**src/rtl/sc_tx_pkg.sv**
```systemverilog
package sc_tx_pkg;

  typedef enum logic [2:0] {
    ST_IDLE  = 3'd0,
    ST_START = 3'd1,
    ST_SHIFT = 3'd2,
    ST_STOP  = 3'd3,
    ST_WAIT  = 3'd4,
    ST_GUARD = 3'd5
  } tx_state_e;

  // Released bit periods between a rejected stop period and the resend.
  localparam int unsigned NACK_WAIT_PERIODS = 2;

  // Index of the parity bit within the shift phase (0..7 are data bits).
  localparam int unsigned PARITY_IDX = 8;

endpackage

```
**src/rtl/sc_tx_rst_sync.sv**
```systemverilog
module sc_tx_rst_sync (
  input  logic clk,
  input  logic rst_n,
  output logic rst_sync_n
);

  logic [1:0] sync_q;

  always_ff @(posedge clk or negedge rst_n) begin
    if (!rst_n) begin
      sync_q <= 2'b00;
    end else begin
      sync_q <= {sync_q[0], 1'b1};
    end
  end

  assign rst_sync_n = sync_q[1];

endmodule

```
**src/rtl/sc_tx_parity.sv**
```systemverilog
module sc_tx_parity #(
  parameter int unsigned W = 8
) (
  input  logic [W-1:0] din,
  input  logic         odd,
  output logic         par
);

  logic [W:0] chain;

  assign chain[0] = odd;

  for (genvar i = 0; i < W; i++) begin : g_xor
    assign chain[i+1] = chain[i] ^ din[i];
  end

  assign par = chain[W];

endmodule

```
**src/rtl/sc_tx_fifo.sv**
```systemverilog
module sc_tx_fifo #(
  parameter int unsigned DW    = 8,
  parameter int unsigned DEPTH = 2
) (
  input  logic          clk,
  input  logic          rst_n,
  input  logic          push,
  input  logic [DW-1:0] push_data,
  input  logic          pop,
  output logic [DW-1:0] head,
  output logic          avail,
  output logic          full,
  output logic          drained
);

  localparam int unsigned AW = (DEPTH > 1) ? $clog2(DEPTH) : 1;
  localparam int unsigned CW = $clog2(DEPTH + 1);

  logic [DW-1:0] mem [DEPTH];
  logic [AW-1:0] wptr_q, wptr_d, rptr_q, rptr_d;
  logic [CW-1:0] cnt_q, cnt_d;
  logic          drained_q, drained_d;
  logic          push_ok, pop_ok;

  assign full    = (cnt_q == CW'(DEPTH));
  assign avail   = (cnt_q != '0);
  assign push_ok = push && !full;
  assign pop_ok  = pop && avail;

  always_comb begin
    wptr_d    = wptr_q;
    rptr_d    = rptr_q;
    cnt_d     = cnt_q;
    drained_d = pop_ok && !push_ok && (cnt_q == CW'(1));
    if (push_ok) begin
      wptr_d = (wptr_q == AW'(DEPTH - 1)) ? '0 : wptr_q + AW'(1);
    end
    if (pop_ok) begin
      rptr_d = (rptr_q == AW'(DEPTH - 1)) ? '0 : rptr_q + AW'(1);
    end
    if (push_ok && !pop_ok) begin
      cnt_d = cnt_q + CW'(1);
    end else if (pop_ok && !push_ok) begin
      cnt_d = cnt_q - CW'(1);
    end
  end

  always_ff @(posedge clk or negedge rst_n) begin
    if (!rst_n) begin
      wptr_q    <= '0;
      rptr_q    <= '0;
      cnt_q     <= '0;
      drained_q <= 1'b0;
    end else begin
      wptr_q    <= wptr_d;
      rptr_q    <= rptr_d;
      cnt_q     <= cnt_d;
      drained_q <= drained_d;
    end
  end

  // Storage carries no reset; only written entries are ever read.
  always_ff @(posedge clk) begin
    if (push_ok) begin
      mem[wptr_q] <= push_data;
    end
  end

  assign head    = mem[rptr_q];
  assign drained = drained_q;

endmodule

```
**src/rtl/sc_tx_sequencer.sv**
```systemverilog
module sc_tx_sequencer
  import sc_tx_pkg::*;
#(
  parameter int unsigned GW = 4,
  parameter int unsigned RW = 3
) (
  input  logic          clk,
  input  logic          rst_n,
  input  logic          bit_tick,
  input  logic          sample_tick,
  input  logic          line_in,
  input  logic          cfg_t0,
  input  logic [GW-1:0] cfg_guard,
  input  logic [RW-1:0] cfg_retry,
  input  logic          err_clr,
  input  logic          buf_avail,
  input  logic [7:0]    buf_data,
  input  logic          buf_par,
  output logic          pop,
  output logic          tx_oe,
  output logic          busy,
  output logic          err_flag
);

  localparam int unsigned CNTW = (GW > 2) ? GW : 2;

  tx_state_e     state_q, state_d;
  logic [3:0]    idx_q, idx_d;
  logic [7:0]    byte_q, byte_d;
  logic          par_q, par_d;
  logic [CNTW-1:0] cnt_q, cnt_d;
  logic [RW-1:0] retry_q, retry_d;
  logic          nack_q, nack_d;
  logic          err_q, err_d;
  logic          load, finish, err_set;

  // Next-state process
  always_comb begin
    state_d = state_q;
    idx_d   = idx_q;
    byte_d  = byte_q;
    par_d   = par_q;
    cnt_d   = cnt_q;
    retry_d = retry_q;
    nack_d  = nack_q;
    load    = 1'b0;
    finish  = 1'b0;
    err_set = 1'b0;
    pop     = 1'b0;

    if ((state_q == ST_STOP) && sample_tick && cfg_t0 && !line_in) begin
      nack_d = 1'b1;
    end

    if (bit_tick) begin
      unique case (state_q)
        ST_IDLE: begin
          if (buf_avail) load = 1'b1;
        end
        ST_START: begin
          state_d = ST_SHIFT;
          idx_d   = 4'd0;
        end
        ST_SHIFT: begin
          if (idx_q == 4'(PARITY_IDX)) state_d = ST_STOP;
          else                         idx_d   = idx_q + 4'd1;
        end
        ST_STOP: begin
          nack_d = 1'b0;
          if (nack_q) begin
            if (retry_q != '0) begin
              retry_d = retry_q - RW'(1);
              cnt_d   = CNTW'(NACK_WAIT_PERIODS);
              state_d = ST_WAIT;
            end else begin
              err_set = 1'b1;
              finish  = 1'b1;
            end
          end else begin
            finish = 1'b1;
          end
        end
        ST_WAIT: begin
          if (cnt_q == CNTW'(1)) state_d = ST_START;
          else                   cnt_d   = cnt_q - CNTW'(1);
        end
        ST_GUARD: begin
          if (cnt_q == CNTW'(1)) begin
            if (buf_avail) load    = 1'b1;
            else           state_d = ST_IDLE;
          end else begin
            cnt_d = cnt_q - CNTW'(1);
          end
        end
        default: state_d = ST_IDLE;
      endcase

      if (finish) begin
        if (cfg_guard != '0) begin
          state_d = ST_GUARD;
          cnt_d   = CNTW'(cfg_guard);
        end else if (buf_avail) begin
          load = 1'b1;
        end else begin
          state_d = ST_IDLE;
        end
      end

      if (load) begin
        pop     = 1'b1;
        state_d = ST_START;
        byte_d  = buf_data;
        par_d   = buf_par;
        retry_d = cfg_retry;
      end
    end

    if (err_set)      err_d = 1'b1;
    else if (err_clr) err_d = 1'b0;
    else              err_d = err_q;
  end

  // Register process
  always_ff @(posedge clk or negedge rst_n) begin
    if (!rst_n) begin
      state_q <= ST_IDLE;
      idx_q   <= 4'd0;
      byte_q  <= 8'h00;
      par_q   <= 1'b0;
      cnt_q   <= '0;
      retry_q <= '0;
      nack_q  <= 1'b0;
      err_q   <= 1'b0;
    end else begin
      state_q <= state_d;
      idx_q   <= idx_d;
      byte_q  <= byte_d;
      par_q   <= par_d;
      cnt_q   <= cnt_d;
      retry_q <= retry_d;
      nack_q  <= nack_d;
      err_q   <= err_d;
    end
  end

  // Line drive decoded from registered state only
  always_comb begin
    unique case (state_q)
      ST_START: tx_oe = 1'b1;
      ST_SHIFT: tx_oe = (idx_q == 4'(PARITY_IDX)) ? ~par_q : ~byte_q[idx_q[2:0]];
      default:  tx_oe = 1'b0;
    endcase
  end

  assign busy     = (state_q == ST_START) || (state_q == ST_SHIFT) ||
                    (state_q == ST_STOP)  || (state_q == ST_WAIT);
  assign err_flag = err_q;

endmodule

```
**src/rtl/sc_char_tx.sv**
```systemverilog
module sc_char_tx #(
  parameter int unsigned DEPTH   = 2,
  parameter int unsigned GUARD_W = 4,
  parameter int unsigned RETRY_W = 3
) (
  input  logic               clk,
  input  logic               rst_n,
  input  logic               bit_tick,
  input  logic               sample_tick,
  input  logic               wr_en,
  input  logic [7:0]         wr_data,
  input  logic               cfg_t0,
  input  logic               cfg_odd,
  input  logic [GUARD_W-1:0] cfg_guard,
  input  logic [RETRY_W-1:0] cfg_retry,
  input  logic               err_clr,
  input  logic               line_in,
  output logic               tx_oe,
  output logic               busy,
  output logic               buf_full,
  output logic               empty_irq,
  output logic               dma_req,
  output logic               err_flag
);

  logic       rst_sync_n;
  logic       pop;
  logic       avail;
  logic [7:0] head;
  logic       head_par;

  sc_tx_rst_sync rst_i (
    .clk        (clk),
    .rst_n      (rst_n),
    .rst_sync_n (rst_sync_n)
  );

  sc_tx_fifo #(.DW(8), .DEPTH(DEPTH)) fifo_i (
    .clk       (clk),
    .rst_n     (rst_sync_n),
    .push      (wr_en),
    .push_data (wr_data),
    .pop       (pop),
    .head      (head),
    .avail     (avail),
    .full      (buf_full),
    .drained   (empty_irq)
  );

  sc_tx_parity #(.W(8)) par_i (
    .din (head),
    .odd (cfg_odd),
    .par (head_par)
  );

  sc_tx_sequencer #(.GW(GUARD_W), .RW(RETRY_W)) seq_i (
    .clk         (clk),
    .rst_n       (rst_sync_n),
    .bit_tick    (bit_tick),
    .sample_tick (sample_tick),
    .line_in     (line_in),
    .cfg_t0      (cfg_t0),
    .cfg_guard   (cfg_guard),
    .cfg_retry   (cfg_retry),
    .err_clr     (err_clr),
    .buf_avail   (avail),
    .buf_data    (head),
    .buf_par     (head_par),
    .pop         (pop),
    .tx_oe       (tx_oe),
    .busy        (busy),
    .err_flag    (err_flag)
  );

  assign dma_req = !avail;

endmodule

```
**config.mk**
```make
export PLATFORM = sky130hd
export DESIGN_NAME = sc_char_tx
export DESIGN_NICKNAME = d
export VERILOG_FILES = /design/src/rtl/sc_tx_pkg.sv /design/src/rtl/sc_tx_rst_sync.sv /design/src/rtl/sc_tx_parity.sv /design/src/rtl/sc_tx_fifo.sv /design/src/rtl/sc_tx_sequencer.sv /design/src/rtl/sc_char_tx.sv
export SDC_FILE = /design/constraint.sdc
export NUM_CORES = 1
export LEC_CHECK = 0
export ABC_AREA = 1
export CORE_MARGIN = 2
export CORE_UTILIZATION = 50
export CTS_BUF_LIST = sky130_fd_sc_hd__clkbuf_8
export CTS_CLUSTER_DIAMETER = 50
export DETAILED_ROUTE_END_ITERATION = 8
export PLACE_DENSITY = 0.75
export SLEW_MARGIN = 20
export SYNTH_ARGS = -nofsm -noshare
export SYNTH_HDL_FRONTEND = slang
export SYNTH_HIERARCHICAL = 1
export SYNTH_SLANG_ARGS = --single-unit
export TNS_END_PERCENT = 100
```
**constraint.sdc**
```tcl
create_clock -name clk -period 1.23 [get_ports clk]
set_input_delay 0.123 -clock clk [delete_from_list [all_inputs] [get_ports clk]]
set_output_delay 0.123 -clock clk [all_outputs]
set_load 0.02 [all_outputs]
```
; ---- Word-level counts from Yosys, hierarchy flattened
; Memories as Yosys holds them, arrays and structs flattened.
; Index checks and enable logic that the tools add are counted.
[totals]
input_bits = 24
ff_bits = 32
ramBits = 16
mem_count = 1
[memory_table]
columns = name, words, width, read_ports, rd_ports_with_merged_regs, wr, line_no
row1 = fifo_i.mem, 2, 8, 1, 0, 1, sc_tx_fifo.sv:19  ; logic [DW-1:0] mem [DEPTH];
[op_classes]
n_reduce_logical = 30
bitwise_logic = 10
add_sub_neg = 7
eq_ne = 10
n_mux = 54
n_lt_le_gt_ge = 1
[op_table]
columns = cell, n
row1 = 3-bit two-way mux, 14
row2 = 1-bit two-way mux, 26
row3 = 4-bit two-way mux, 6
row4 = 3-bit case mux with 6 select lines, 1
row5 = 4-bit case mux with 2 select lines, 2
row6 = 2-bit nonzero test, 7
row7 = 1-bit logical AND, 8
row8 = 1-bit bitwise XOR, 8
row9 = "3-bit by 2-bit equality test with 1-bit output, second input constant", 2
row10 = "3-bit equality test, second input constant", 2
row11 = 1-bit logical NOT, 5
row12 = "4-bit by 1-bit adder with 4-bit output, second input constant", 1
row13 = "4-bit by 1-bit equality test with 1-bit output, second input constant", 1
row14 = "4-bit equality test, second input constant", 1
row15 = "3-bit by 4-bit < comparator with 1-bit output, second input constant", 1
row16 = 2-bit two-way mux, 2
row17 = 1-bit case mux with 2 select lines, 2
row18 = 4-bit AND reduction, 1
row19 = 4-bit nonzero test, 1
row20 = "4-bit by 1-bit subtractor with 4-bit output, second input constant", 1
row21 = 1-bit binary-select mux with 3-bit select, 1
row22 = "3-bit by 1-bit equality test with 1-bit output, second input constant", 1
row23 = 3-bit logical NOT, 1
row24 = 1-bit logical OR, 3
row25 = other kinds (12), 14

; ---- Depth between registers and ports, before layout
; Gate-level depths: netlist of run 1.
[depth]
depth_word = 14
ltp_mapped = 15
depth_no_buf = 14

; ---- Modules after synthesis
; The synthesis of run 1 kept the hierarchy.
[by_module_without_submodules]
columns = mod, cells_each, seq_area_each_um2, area_per_inst_um2, n_inst
row1 = sc_tx_sequencer, 217, 625.6, 1635.3, 1
row2 = sc_tx_fifo, 80, 605.6, 909.6, 1
row3 = sc_tx_parity, 38, 0.0, 171.4, 1
row4 = sc_tx_rst_sync, 3, 50.0, 53.8, 1
row5 = sc_char_tx, 1, 0.0, 3.8, 1

; ---- Worst setup path after synthesis of run 1
; OpenSTA, ideal clock, no wires.
[synth_timing]
path_kind = register to register
start = register seq_i.retry_q[0]
end = register fifo_i.cnt_q[1]
path_slack_ns = -0.731
stages_incl_launch_ff = 15
synth_period_minus_slack_ns = 1.961
setup_ns = 0.117
path_buffers = 1
arrival_ns = 1.844
cell_sequence = dfrtp_1 -> inv_1 -> ha_1 -> nand2_1 -> nand2_1 -> nand3_4 -> nand2_4 -> nand3_4 -> inv_4 -> buf_12 -> nand2_2 -> ha_1 -> inv_1 -> nand3_1 -> nand2_1
[synth_between]
elab_chain_len = 13
[synth_rtl]
columns = item, line_no
row1 = from (decl), sc_tx_sequencer.sv:32  ; logic [RW-1:0] retry_q, retry_d;
row2 = from (signal assigned), sc_tx_sequencer.sv:140  ; retry_q <= retry_d;
row3 = 3-bit nonzero test (*), sc_tx_sequencer.sv:71  ; if (retry_q != '0) begin
row4 = 1-bit two-way mux (*), sc_tx_sequencer.sv:71
row5 = 1-bit two-way mux (*), sc_tx_sequencer.sv:70  ; if (nack_q) begin
row6 = 1-bit two-way mux (*), sc_tx_sequencer.sv:56  ; unique case (state_q)
row7 = 1-bit two-way mux (*), sc_tx_sequencer.sv:55  ; if (bit_tick) begin
row8 = 1-bit two-way mux (*), sc_tx_sequencer.sv:98  ; if (finish) begin
row9 = 1-bit two-way mux (*), sc_tx_sequencer.sv:55
row10 = 1-bit two-way mux (*), sc_tx_sequencer.sv:109  ; if (load) begin
row11 = 1-bit two-way mux (*), sc_tx_sequencer.sv:55
row12 = net pop, sc_char_tx.sv:27  ; logic pop;
row13 = 1-bit logical AND (*), sc_tx_fifo.sv:28  ; assign pop_ok = pop && avail;
row14 = 1-bit logical NOT, sc_tx_fifo.sv:41  ; if (push_ok && !pop_ok) begin
row15 = 1-bit logical AND, sc_tx_fifo.sv:41
row16 = 2-bit two-way mux or 2-bit nonzero test (tied branches), -
row17 = to (signal assigned), sc_tx_fifo.sv:57  ; cnt_q <= cnt_d;
row18 = to (decl), sc_tx_fifo.sv:21  ; logic [CW-1:0] cnt_q, cnt_d;
; The timed path passes the listed nets; every way through them passes the cells marked *. The select of a mux whose other input is x is not followed.
; A chain may end at the register's enable or synchronous reset.

; ---- Final worst setup path of run 1
[layout_timing]
start = register seq_i.idx_q[1]
end = output port tx_oe
[layout_between]
elab_chain_len = 5
[layout_rtl]
columns = item, line_no
row1 = from (decl), sc_tx_sequencer.sv:28  ; logic [3:0] idx_q, idx_d;
row2 = from (signal assigned), sc_tx_sequencer.sv:136  ; idx_q <= idx_d;
row3 = 1-bit binary-select mux with 3-bit select, sc_tx_sequencer.sv:150  ; ST_SHIFT: tx_oe = (idx_q == 4'(PARITY_IDX)) ? ~par_q : ~byte_q[idx_q[2:0]];
row4 = 1-bit two-way mux (not written as such), sc_tx_sequencer.sv:150
row5 = 1-bit inverter, sc_tx_sequencer.sv:150
row6 = 1-bit two-way mux (*), sc_tx_sequencer.sv:150
row7 = 1-bit case mux with 2 select lines (*), sc_tx_sequencer.sv:148  ; unique case (state_q)
row8 = to (decl), sc_char_tx.sv:18  ; output logic tx_oe,
; Mark *: on every way between the ends. The rest lies on a longest branch, timed or not. The select of a mux whose other input is x is not followed.

==> results of run 1 <==
-- sequential cells by signal, summed over array words and instances (netlist names) --
name / count
fifo_i/mem: 16
seq_i/byte_q: 8
rst_i/sync_q: 2
seq_i/retry_q: 3
seq_i/nack_q: 1
fifo_i/rptr_q: 1
fifo_i/wptr_q: 1
seq_i/par_q: 1
fifo_i/drained: 1
fifo_i/cnt_q: 2
seq_i/cnt_q: 4
seq_i/idx_q: 4
seq_i/state_q: 3
seq_i/err_flag: 1
-- synth_stat cells (4+ instances only) --
| cell | count |
|---|---|
| a21oi_1 | 4 |
| dfrtp_1 | 32 |
| edfxtp_1 | 16 |
| ha_1 | 11 |
| inv_1 | 45 |
| inv_2 | 6 |
| nand2_1 | 117 |
| nand2_2 | 10 |
| nand3_1 | 26 |
| nor2_1 | 18 |
| o21ai_0 | 13 |
| o21ai_2 | 4 |
| xor2_1 | 4 |
-- worst paths after layout --
check,startpoint,endpoint,cells past startpoint
setup / recovery,seq_i/idx_q[1]$_DFFE_PN0P_,tx_oe,8
hold / removal,rst_i/sync_q[1]$_DFF_PN0_,seq_i/cnt_q[0]$_DFFE_PN0P_,1
setup reg to reg,seq_i/retry_q[1]$_DFFE_PN0P_,fifo_i/cnt_q[1]$_DFFE_PN0P_,13
hold reg to reg,rst_i/sync_q[1]$_DFF_PN0_,seq_i/cnt_q[0]$_DFFE_PN0P_,1
max in group asynchronous,rst_n,rst_i/sync_q[0]$_DFF_PN0_,2
min in group clk,rst_i/sync_q[0]$_DFF_PN0_,rst_i/sync_q[1]$_DFF_PN0_,0
-- timing repair --
action	4_1_cts	5_1_grt
endpoints found under the setup margin	49	48
pin swaps	28	33
hold buffers	1	0
buffers inserted	14	9
cloned	1	0
hold endpoints to repair	2	0
gates resized for setup	74	81
-- final cells by class --
type	count	area, um^2
Fill cell	289	1000
Timing Repair Buffer	121	1060
Tap cell	72	90.1
Sequential cell	48	1280
Inverter	54	225
Clock inverter	3	42.5
Multi-Input combinational cell	232	1670
Clock buffer	5	68.8
-- cells by family after synthesis --
group	synth area share [%]
adder cells (fa/ha/maj)	4.96
other	0.135
flip-flops	46.2
buffers and inverters	9.70
XOR/XNOR	2.57
AO/OA/AOI/OAI	6.36
AND/OR/NAND/NOR	30.1
-- metal layers --
layer / GRT usage (%) / vias up / part of all wire (%)
met3: 3.45 / 39 / 3.4
li1: - / 1310 / -
met5: 0 / - / 0
met4: 8.42 / 0 / 4.7
met1: 26.4 / 1311 / 37
met2: 40.8 / 86 / 55
-- through the flow --
step / total power [W] / hold WS (ps)
floorplan: 0.00580 / -173
global placement: 0.00772 / 268
detailed placement: 0.00792 / 270
CTS: 0.00982 / 275
global route: 0.0120 / 313
finish: 0.0113 / 259
-- power by group through the flow --
| stage | clock [W] | sequential (W) | combinational, W |
|---|---|---|---|
| floorplan | 0 | 0.00255 | 0.00325 |
| global placement | 0 | 0.00256 | 0.00516 |
| detailed placement | 0 | 0.00258 | 0.00534 |
| CTS | 0.00115 | 0.00256 | 0.00612 |
| global route | 0.00123 | 0.00267 | 0.00808 |
| finish | 0.00114 | 0.00263 | 0.00752 |
-- critical path: cells and delay by family, from the launching register on --
kind,cells,cell delay [ps]
compound gates,2,300
buf+inv,2,290
flops,1,390
simple gates,4,330
==> out/metrics.yaml, run 1 <==
worst_setup_path:
  cpMostUsedCell: "nand2_1"
  path_class: "register to output port"
  cp.arrival_ps: 1610
  worstSetupEndpointType: "output port"
  crit_required_ps: 1110
  cp_max_fo: 5
  crit_slowest_cell: "dfrtp_1"
  cp-start-kind: "register"
  max_stage_delay_ps: 390
  reg2reg_slack_ps: -490
  critical_path.cell_chain: "buf_4 > a21oi_1 > o21ai_1 > nand2_1 > nand2_1 > nand4_1 > nand2_2 > buf_6"
synthesis:
  synth_seq_area_share_pct: 46.2
  ys_types: 34
  synthArstFlopShare_pct: 66.7
  ys.flop_type: "dfrtp_1"
  synth_seq_cells: 48
  synth_edf_count: 16
  synthTopCellsByArea: "dfrtp_1 29%, edfxtp_1 17%, nand2_1 16%"
  avgSynthCellArea_um2: 8.18
  synth_top_area_share_pct: 28.9
  syn_nets: 374
  yosysTopAreaCell: "dfrtp_1"
  synth_area_mm2: 0.00277
  synth_warnings: 6
  syn_inst: 339
finish:
  finish.utilization_pct: 81.6
  area_delta_synth_final_pct: 59.9
  n_antenna_cell: 0
  layout_common_cells: "77 x nand2_1, 75 x buf_4, 30 x inv_1, 29 x nand2_2, 29 x dfrtp_1"
  instances_no_fill: 535
  nNetsFinal: 497
  drive_gt1_share_pct: 48.4
  final_common_cell: "nand2_1"
  design_area_mm2: 0.00444
clock_network:
  clk_root_buffer_cell: "clkbuf_8"
  cts_made_buffers: 5
  insertion_delay_ps: 300
  cts_tree: "built"
  clk_path_buf_depth: 2
  cts.clk_slew.worst_paths_ps: 90
  htreeDepth: 2
  cts_sinks: 48
timing:
  tns_ps: -11690
  report.final.hold_viol_count: 0
  grt_setup_unrepaired: "yes"
  drv_slew: 0
  worst_clock_skew_ps: 11.4
  fin_crit_ps: 1730
  fin_ws_ps: -504
  fin_crit_sh_pct: 141
  finalSetupViolations: 47
  fmax_mhz: 577
detailed_routing:
  wl_um: 8180
  routed_via_density: 5.13
  drc: 0
  drt_iter0_markers: 109
  vias: 2746
  drt_pass1_iterations: 4
  wl_per_cell_um: 15.3
  ant_nets: 0
grt:
  grt_pass1_wl_um: 10800
  grt_max_degree: 31
  antenna_found_initial: 0
  grt_pass1_vias: 2475
  gr-usage-all-layers_pct: 22.3
  grt_overflow: 0
floorplan:
  start_util_pct: 51.0
  dieHeight_um: 78.5
  die_w_um: 78.5
  io_pins: 30
  die_area_mm2: 0.00616
  core.rowCount: 27
  coreArea_mm2: 0.00544
placement:
  gp_congestion: 0.843
  dp_hpwl_um: 4270
  dp_slack_ps: -590
  post-place-cells: 505
  io_buffers: 29
  dpl_cell_area_mm2: 0.00373
pwr:
  comb_power_share_pct: 66.6
  power_leakage_nw: 2.18
  powerDensity_mw_per_mm2: 2550
  p_int_w: 0.00636
  switching_share_pct: 43.7
  p_sw_w: 0.00494
  power_frac_clock_pct: 10.1
  max-vdd-ir-drop_uv: 1360
  p_seq_share_pct: 23.3
outcome:
  violations: "negative setup slack"
  status: "complete, but fails checks"
hold_path:
  hp-class: "register to asynchronous set/reset pin"
job:
  drv_cap: 0
Power figures use the tool's default switching activity.
==> run 2: changes to the inputs <==
CORE_UTILIZATION = 43   (was 50)
PLACE_DENSITY = 0.66   (was 0.75)
==> run 2 against run 1 <==
Against the previous run: the flow still finishes with violations (negative setup slack); critical path type is now register to register; critical endpoint is now fifo_i/cnt_q[1]$_DFFE_PN0P_; hold slack improved by 4.9 ps; clock skew decreased by 7.2 ps; highest routed layer unchanged; cell count up 3.0%.
==> out/metrics.yaml, run 2 (synthesis results as in run 1) <==
finish:
  largest_register: "fifo_i/mem"
  finish.utilization_pct: 74.4  # -7.1 points
  n_antenna_cell: 0  # unchanged
  multi_input_area_mm2: 0.00172  # +3.5%
  reg_top3: "fifo_i/mem x16, seq_i/byte_q x8"
  seqCellArea_mm2: 0.00128  # about the same
  area_delta_synth_final_pct: 68.4
  final_common_cell: "buf_4"
  design_area_mm2: 0.00467  # +5.3%
  nNetsFinal: 508  # +2.2%
  layout_common_cells: "77 x buf_4, 75 x nand2_1, 30 x dfrtp_1, 29 x inv_1"
  fillers: 418  # +45%
  instances_no_fill: 551  # +3.0%
  largest_reg_flops: 16  # unchanged
  drive_gt1_share_pct: 50.8  # +2.5 points
placement:
  io_buffers: 29  # unchanged
  dp_slack_ps: -570  # +19.8 ps
  dpl_cell_area_mm2: 0.00374  # +0.37%
  post-place-cells: 511  # +1.2%
  dp_hpwl_um: 4200  # -1.6%
  gp_congestion: 0.814  # -3.4%
timing:
  drv_slew: 0  # unchanged
  report.final.hold_viol_count: 0  # unchanged
  worst_clock_skew_ps: 4.19  # -7.16 ps
  fin_ws_ps: -480  # +23.8 ps
  fmax_mhz: 585  # +1.4%
  fin_crit_sh_pct: 139  # -1.9 points
  finalSetupViolations: 48  # +2.1%
  grt_setup_unrepaired: "yes"
  fin_crit_ps: 1710  # -23.8 ps
  hold_ws_ps: 264  # +4.87 ps
grt:
  antenna_found_initial: 0  # unchanged
  grt-busiest-layer: "met2"
  globalRouteMet2Util_pct: 38.2  # -2.6 points
  met1_usage_pct: 22.5  # -3.9 points
  use_met3_pct: 3.24  # -0.20 points
  grt_pass1_vias: 2600  # +5.1%
  grt_max_degree: 31  # unchanged
  grt_pass1_wl_um: 11400  # +5.2%
  grt_overflow: 0  # unchanged
  gr-usage-all-layers_pct: 19.8  # -2.6 points
pwr:
  comb_power_share_pct: 66.9  # +0.3 points
  power_leakage_nw: 2.31  # +5.7%
  switching_share_pct: 41.9  # -1.8 points
  p_int_w: 0.00694  # +9.2%
  p_seq_share_pct: 21.5  # -1.8 points
  power_frac_clock_pct: 11.6  # +1.5 points
  max-vdd-ir-drop_uv: 1600  # +18%
  p_sw_w: 0.00500  # +1.3%
  powerDensity_mw_per_mm2: 2560  # +0.38%
worst_setup_path:
  max_stage_delay_ps: 410  # +20 ps
  cp_max_fo: 3  # -2
  path_class: "register to register"
  r2r_start: "seq_i/cnt_q[1]$_DFFE_PN0P_"
  crit_required_ps: 1430  # +320 ps
  cp-start-kind: "register"
  crit_start: "seq_i/cnt_q[1]$_DFFE_PN0P_"
  worstSetupEndpointType: "register"
  crit_slowest_cell: "dfrtp_1"
  cp.depth: 13  # +5
  cp.arrival_ps: 1910  # +300 ps
  cpMostUsedCell: "nand2_4"
  path_buf_inv: 3  # +1
  worst-r2r-cell-count: 13  # unchanged
  critical_path.cell_chain: "inv_2 > ha_4 > nand2_4 > nor2_4 > nor2_4 > nand2_4 > nand3_4 > inv_4 > nand2_4 > ha_4 > inv_2 > nand3_2 > nand2_1"
  path_delay_family: "simple AND/OR/NAND/NOR gates"
detailed_routing:
  drt_pass1_iterations: 4  # unchanged
  drt_iter0_markers: 148  # +36%
  routed_via_density: 4.94  # -3.7%
  wl_per_cell_um: 14.1  # -7.9%
  wl_um: 7760  # -5.1%
  vias: 2724  # -0.80%
  ant_nets: 0  # unchanged
  drc: 0  # unchanged
outcome:
  status: "complete, but fails checks"
  violations: "negative setup slack"
clock_network:
  cts_tree: "built"
  clk_path_buf_depth: 2  # unchanged
  htreeDepth: 2  # unchanged
  clk_root_buffer_cell: "clkbuf_8"
  cts.clk_slew.worst_paths_ps: 90  # about the same
  cts_made_buffers: 5  # unchanged
  insertion_delay_ps: 310  # about the same
  cts_sinks: 48  # unchanged
floorplan:
  io_pins: 30  # unchanged
  dieHeight_um: 84.3  # +7.4%
  core.rowCount: 29  # +7.4%
  die_area_mm2: 0.00711  # +15%
  start_util_pct: 44.2  # -6.8 points
  die_w_um: 84.3  # +7.4%
  coreArea_mm2: 0.00628  # +15%
hold_path:
  hp-class: "register to asynchronous set/reset pin"
job:
  drv_cap: 0  # unchanged
-- run 2: path summary, 6_finish.rpt --
kind                                                     to  slack (ps)
min in group clk                  rst_i/sync_q[1]$_DFF_PN0_         360
worst min-delay path            fifo_i/cnt_q[1]$_DFFE_PN0P_         260
worst min register to register  fifo_i/cnt_q[1]$_DFFE_PN0P_         260
max in group asynchronous         rst_i/sync_q[1]$_DFF_PN0_         590
worst max register to register  fifo_i/cnt_q[1]$_DFFE_PN0P_        -480
worst max-delay path            fifo_i/cnt_q[1]$_DFFE_PN0P_        -480
-- run 2: cell type report --
class	instances	area share, %
inverter	54	4.98
tap	77	2.06
clock inverter	3	1.47
clock buffer	5	1.47
sequential	48	27.5
multi-input combinational	231	36.9
timing repair buffer	133	25.7
-- run 2: power by group through the flow --
stage | combinational (W) | sequential [W] | clock, W
detailed placement | 0.00530 | 0.00257 | 0
global placement | 0.00518 | 0.00255 | 0
finish | 0.00799 | 0.00257 | 0.00138
floorplan | 0.00325 | 0.00255 | 0
global route | 0.00859 | 0.00262 | 0.00149
CTS | 0.00667 | 0.00254 | 0.00142
-- run 2: stage by stage --
step | TNS [ps] | total power [W]
final | -10980 | 0.0119
after global routing | -13580 | 0.0127
after CTS | -9270 | 0.0106
after detailed placement | -12320 | 0.00787
after global placement | -11770 | 0.00773
after floorplan | -5390 | 0.00580
-- run 2: repair_timing --
| action | 4_1_cts | 5_1_grt |
|---|---|---|
| buffers inserted | 20 | 19 |
| gates cloned | 1 | 0 |
| endpoints found under the setup margin | 49 | 49 |
| hold buffers | 1 | 0 |
| pin swaps | 42 | 44 |
| resized for setup | 112 | 72 |
| endpoints found under the hold margin | 2 | 0 |
-- run 2: per-layer routing --
layer	vias to the layer above	wire (um)
li1	1321	-
met2	69	4240
met3	18	250
met5	-	0
met1	1316	3130
met4	0	135
